[src/rtl/baud_irq_ctrl.sv]
module baud_irq_ctrl #(
  parameter int CLK_HZ = 1_843_200,
  parameter int OVERSAMPLE = 16
) (
  input  logic       clk,
  input  logic       rst_n,
  input  logic       cfg_we,
  input  logic [7:0] cfg_wdata,
  input  logic       txrdy_a,
  input  logic       rxrdy_a,
  input  logic       txrdy_b,
  input  logic       rxrdy_b,
  output logic       tick_a,
  output logic       tick_b,
  output logic       irq_n
);

  localparam int NRATES = 8;

  function automatic int baud_of(input int k);
    case (k)
      0: return 110;
      1: return 150;
      2: return 300;
      3: return 1200;
      4: return 1800;
      5: return 2400;
      6: return 4800;
      default: return 9600;
    endcase
  endfunction

  function automatic int div_of(input int k);
    longint r;
    r = longint'(OVERSAMPLE) * baud_of(k);
    return int'((longint'(CLK_HZ) + r / 2) / r);
  endfunction

  localparam int CW = $clog2(div_of(0)) + 1;

  logic [7:0]        cfg_q;
  logic [NRATES-1:0] rate_tick;
  logic [2:0]        act_a, act_b;

  wire       en_a   = cfg_q[7];
  wire [2:0] code_a = cfg_q[6:4];
  wire       en_b   = cfg_q[3];
  wire [2:0] code_b = cfg_q[2:0];

  always_ff @(posedge clk or negedge rst_n)
    if (!rst_n)      cfg_q <= '0;
    else if (cfg_we) cfg_q <= cfg_wdata;

  for (genvar g = 0; g < NRATES; g++) begin : g_rate
    localparam int DIV = div_of(g);
    logic [CW-1:0] cnt;
    always_ff @(posedge clk or negedge rst_n)
      if (!rst_n) begin
        cnt          <= '0;
        rate_tick[g] <= 1'b0;
      end else begin
        rate_tick[g] <= (cnt == CW'(DIV - 1));
        cnt          <= (cnt == CW'(DIV - 1)) ? '0 : cnt + 1'b1;
      end

    p_pulse_width_r4: assert property (@(posedge clk) disable iff (!rst_n)
      rate_tick[g] |=> !rate_tick[g]);
  end

  assign tick_a = rate_tick[act_a];
  assign tick_b = rate_tick[act_b];

  always_ff @(posedge clk or negedge rst_n)
    if (!rst_n) begin
      act_a <= '0;
      act_b <= '0;
    end else begin
      if (tick_a) act_a <= code_a;
      if (tick_b) act_b <= code_b;
    end

  assign irq_n = ~((en_a & (txrdy_a | rxrdy_a)) | (en_b & (txrdy_b | rxrdy_b)));

  p_cfg_hold_r2: assert property (@(posedge clk) disable iff (!rst_n)
    !cfg_we |=> $stable(cfg_q));

  p_switch_at_tick_a_r9: assert property (@(posedge clk) disable iff (!rst_n)
    !tick_a |=> $stable(act_a));

  p_switch_at_tick_b_r9: assert property (@(posedge clk) disable iff (!rst_n)
    !tick_b |=> $stable(act_b));

  p_take_code_r9: assert property (@(posedge clk) disable iff (!rst_n)
    tick_a |=> act_a == $past(code_a));

  p_irq_level_r8: assert property (@(posedge clk) disable iff (!rst_n)
    $stable({cfg_q, txrdy_a, rxrdy_a, txrdy_b, rxrdy_b}) |-> $stable(irq_n));

  p_masked_r7: assert property (@(posedge clk) disable iff (!rst_n)
    (!cfg_q[7] && !cfg_q[3]) |-> irq_n);

endmodule

[config.mk]
export PLATFORM = sky130hd
export DESIGN_NAME = baud_irq_ctrl
export DESIGN_NICKNAME = d
export VERILOG_FILES = /design/src/rtl/baud_irq_ctrl.sv
export SDC_FILE = /design/constraint.sdc
export NUM_CORES = 1
export LEC_CHECK = 0
export BUFFER_PORTS_ARGS = -buffer_cell sky130_fd_sc_hd__buf_4
export CAP_MARGIN = 15
export CORE_ASPECT_RATIO = 1.1
export CORE_UTILIZATION = 55
export DETAILED_ROUTE_END_ITERATION = 12
export PLACE_DENSITY = 0.72
export SKIP_CTS_REPAIR_TIMING = 1
export SLEW_MARGIN = 5
export SYNTH_ARGS = -nofsm -noshare
export SYNTH_HDL_FRONTEND = slang
export SYNTH_SLANG_ARGS = --single-unit
[constraint.sdc]
create_clock -name clk -period 3.05 [get_ports clk]
set_input_delay 0.4575 -clock clk [delete_from_list [all_inputs] [get_ports clk]]
set_output_delay 0.4575 -clock clk [all_outputs]
set_load 0.01 [all_outputs]
==> results.ini <==
[synth]
ys_ff_latch = 118
yosys.area.top_type_share_pct = 57.2
yosysUniqueCellTypes = 40
synth.area.top_cells = dfrtp_1 57%, xnor2_1 7.0%, xor2_1 5.4%, nand3_1 3.8%, mux2_2 3.5%
syn-cell-area_sq_um = 5170
synth_ff_type = dfrtp_1
yosysSeqAreaShare_pct = 57.2
avgSynthCellArea_sq_um = 11.5
syn_nets = 474
synth_top_area_cell = dfrtp_1
synth-edff-count = 0
syn_inst = 450
ys_warn_count = 0
async_flop_share_pct = 100

[sta]
fin_tns_setup_ns = 0
rsz0062_at_grt = false
final.min_clock_period_ns = 2.48
max_freq_mhz = 404
final_hold_viol_count = 0
drv_slew = 0
slew_headroom_pct = 57.9
tightest_slew_ns = 0.630
setup_viol = 0
skew_ns = 0.00618
hold-worst-slack_ns = 0.177
post-route-period-util_pct = 81.2

[worst_setup_path]
endpoint_kind = primary output
critPathLaunchType = flip-flop
required_ns = 2.59
r2r-start = g_rate[2].cnt[0]
crit_fanout = 5
r2r_slack_ns = 1.23
cp.arrival_ns = 2.02
cp_slowest_stage_delay_ns = 0.44
rr_worst_depth = 5
cpMaxStageDelayCell = dfrtp_1
reg2reg_to = g_rate[2].cnt[1]
cp_cell_sequence = mux2_2 > or3_1 > nand4_1 > inv_1 > buf_4
critPathKind = flip-flop to primary output

[power_and_ir_drop]
peakVddDrop_mv = 0.491
p_leak_nw = 2.82
p_per_area_nw_per_um2 = 595
total_power_mw = 3.60

[floorplanning]
io_pins = 18
coreArea_sq_um = 9010
start_util_pct = 57.3
die_w_um = 94.4
rows = 36
die_height_um = 104
die-area_sq_um = 9790

[detailed_routing]
first_pass_iters = 4
drc_errors = 0
wl_mm = 8.66
first_iter_violations = 118
routedWlPerCell_um = 14.2
viasPerCell = 5.45
ant_nets = 0
vias = 3335

[place]
io_buffers = 17
place_congestion = 0.839
dp_hpwl_mm = 5.42
dp.cells = 580

[global_routing]
grt_pass1_vias = 3417
grt_max_degree = 88
grt_pass1_wl_mm = 15.3
globalRoute.totalOverflow = 0
track_usage_pct = 20.5
grt_antenna_before_repair = 0

[clocking]
h-tree-depth = 4
clkSlewWorstSetupHoldPaths_ns = 0.05
clock-sinks = 118
cts_made_buffers = 17
clk_path_buf_depth = 2
clk_latency_ns = 0.51
cts_tree = yes
root_buffer = clkbuf_8

[hold_path]
hold_depth = 2
min_to = cfg_q[1]
hold_path.class = input port to flip-flop
min_from = cfg_wdata[1]

[layout]
drive_gt1_share_pct = 16.1
antennaDiodeCount = 0
syn2layout_area_growth_pct = 17.1
fin_cells = 612
fin_nets = 510
nFillCells = 650

[flow_run]
drv_cap = 0

[status]
status = complete, no violations

## worst max-delay path by stage
stage,endpoint,slack [ns],startpoint,cells after the start
after floorplan,tick_a,1.33,act_a[1],4
after global placement,tick_a,1.15,act_a[1],5
after detailed placement,tick_a,1.11,act_a[1],5
after CTS,tick_a,0.55,act_a[1],5
after global routing,tick_a,0.46,act_a[1],5
final,tick_a,0.57,act_a[1],5
## where the power goes
group | internal (mW) | leakage [nW] | switching (mW)
clock network | 1.29 | 0.293 | 0.653
registers | 1.58 | 1.55 | 0.00606
logic | 0.0275 | 0.985 | 0.0383
## kinds of logic after synthesis
kind of cell	count (synthesis)	synth area share, %
AND/OR/NAND/NOR	203	21.1
flip-flops	118	57.2
XOR/XNOR	73	12.4
multiplexers	21	4.55
AO/OA/AOI/OAI	16	1.94
buffers and inverters	10	0.727
adder cells (fa/ha/maj)	9	2.18
## layout by cell type (no fill, tap or decap), types with 2 or more instances in the layout
cell         n
or3_1        5
a31o_2       2
and3_1      17
xnor2_1     41
nand2_1     36
mux2i_1      4
and3_2       2
nand3_1     39
nor4_1       5
and4_1       8
inv_1        7
o21ai_0      8
xor2_1      32
nor3_1       7
ha_1         9
and2_1       2
clkbuf_16   16
buf_4       18
nand4_1     12
o211ai_1     2
mux2_2      16
nor4bb_1     2
a211oi_1     2
clkbuf_8     4
nor2_1      47
bufinv_16    3
dfrtp_1    118
nor3b_1      2
nor2b_1      8
clkinv_2     6
## layer usage
layer | global-route usage (%) | vias to the layer above | part of all wire, %
met5 | 0 | - | 0
met4 | 8.90 | 0 | 2.0
met3 | 7.12 | 18 | 4.0
met2 | 31.0 | 70 | 48
met1 | 26.7 | 1612 | 46
li1 | - | 1635 | -
## state kept, by name (all words and copies together) (netlist names)
register / cells
act_b: 3
g_rate.cnt: 96
cfg_q: 8
rate_tick: 8
act_a: 3
## through the flow
stage                     setup slack, ns  area [sq um]  utilization (%)
final                               0.573          6050             67.2
after global routing                0.459          6050             67.2
after CTS                           0.552          6040             67.0
after detailed placement             1.11          5450             60.5
after global placement               1.15          5450             60.5
after floorplan                      1.33          5170                -
## cell usage after synthesis, types with 5 or more instances
cell type  count
nand3_1       39
and3_1        17
dfrtp_1      118
nand4_1       12
nor3_1         7
xnor2_1       41
nor4_1         5
nor2_1        47
o21ai_0        8
mux2_2        16
nand2_1       36
inv_1          7
nor2b_1        8
or3_1          5
xor2_1        32
ha_1           9
and4_1         8
## area by class of cell
type / instances / area, sq um / area share [%]
multi-input cells: 322 / 2180 / 36.0
well taps: 114 / 143 / 2.36
repair buffers: 20 / 165 / 2.73
clock buffers: 21 / 459 / 7.59
clock inverters: 10 / 128 / 2.11
inverters: 7 / 26.3 / 0.434
flip-flops and latches: 118 / 2950 / 48.8
## critical path: cells and delay by family (launching register included)
family        cells  cell delay, ns
simple gates      2            0.48
flops             1            0.44
mux               1            0.37
buf+inv           2            0.22
Power figures use the tool's default switching activity.
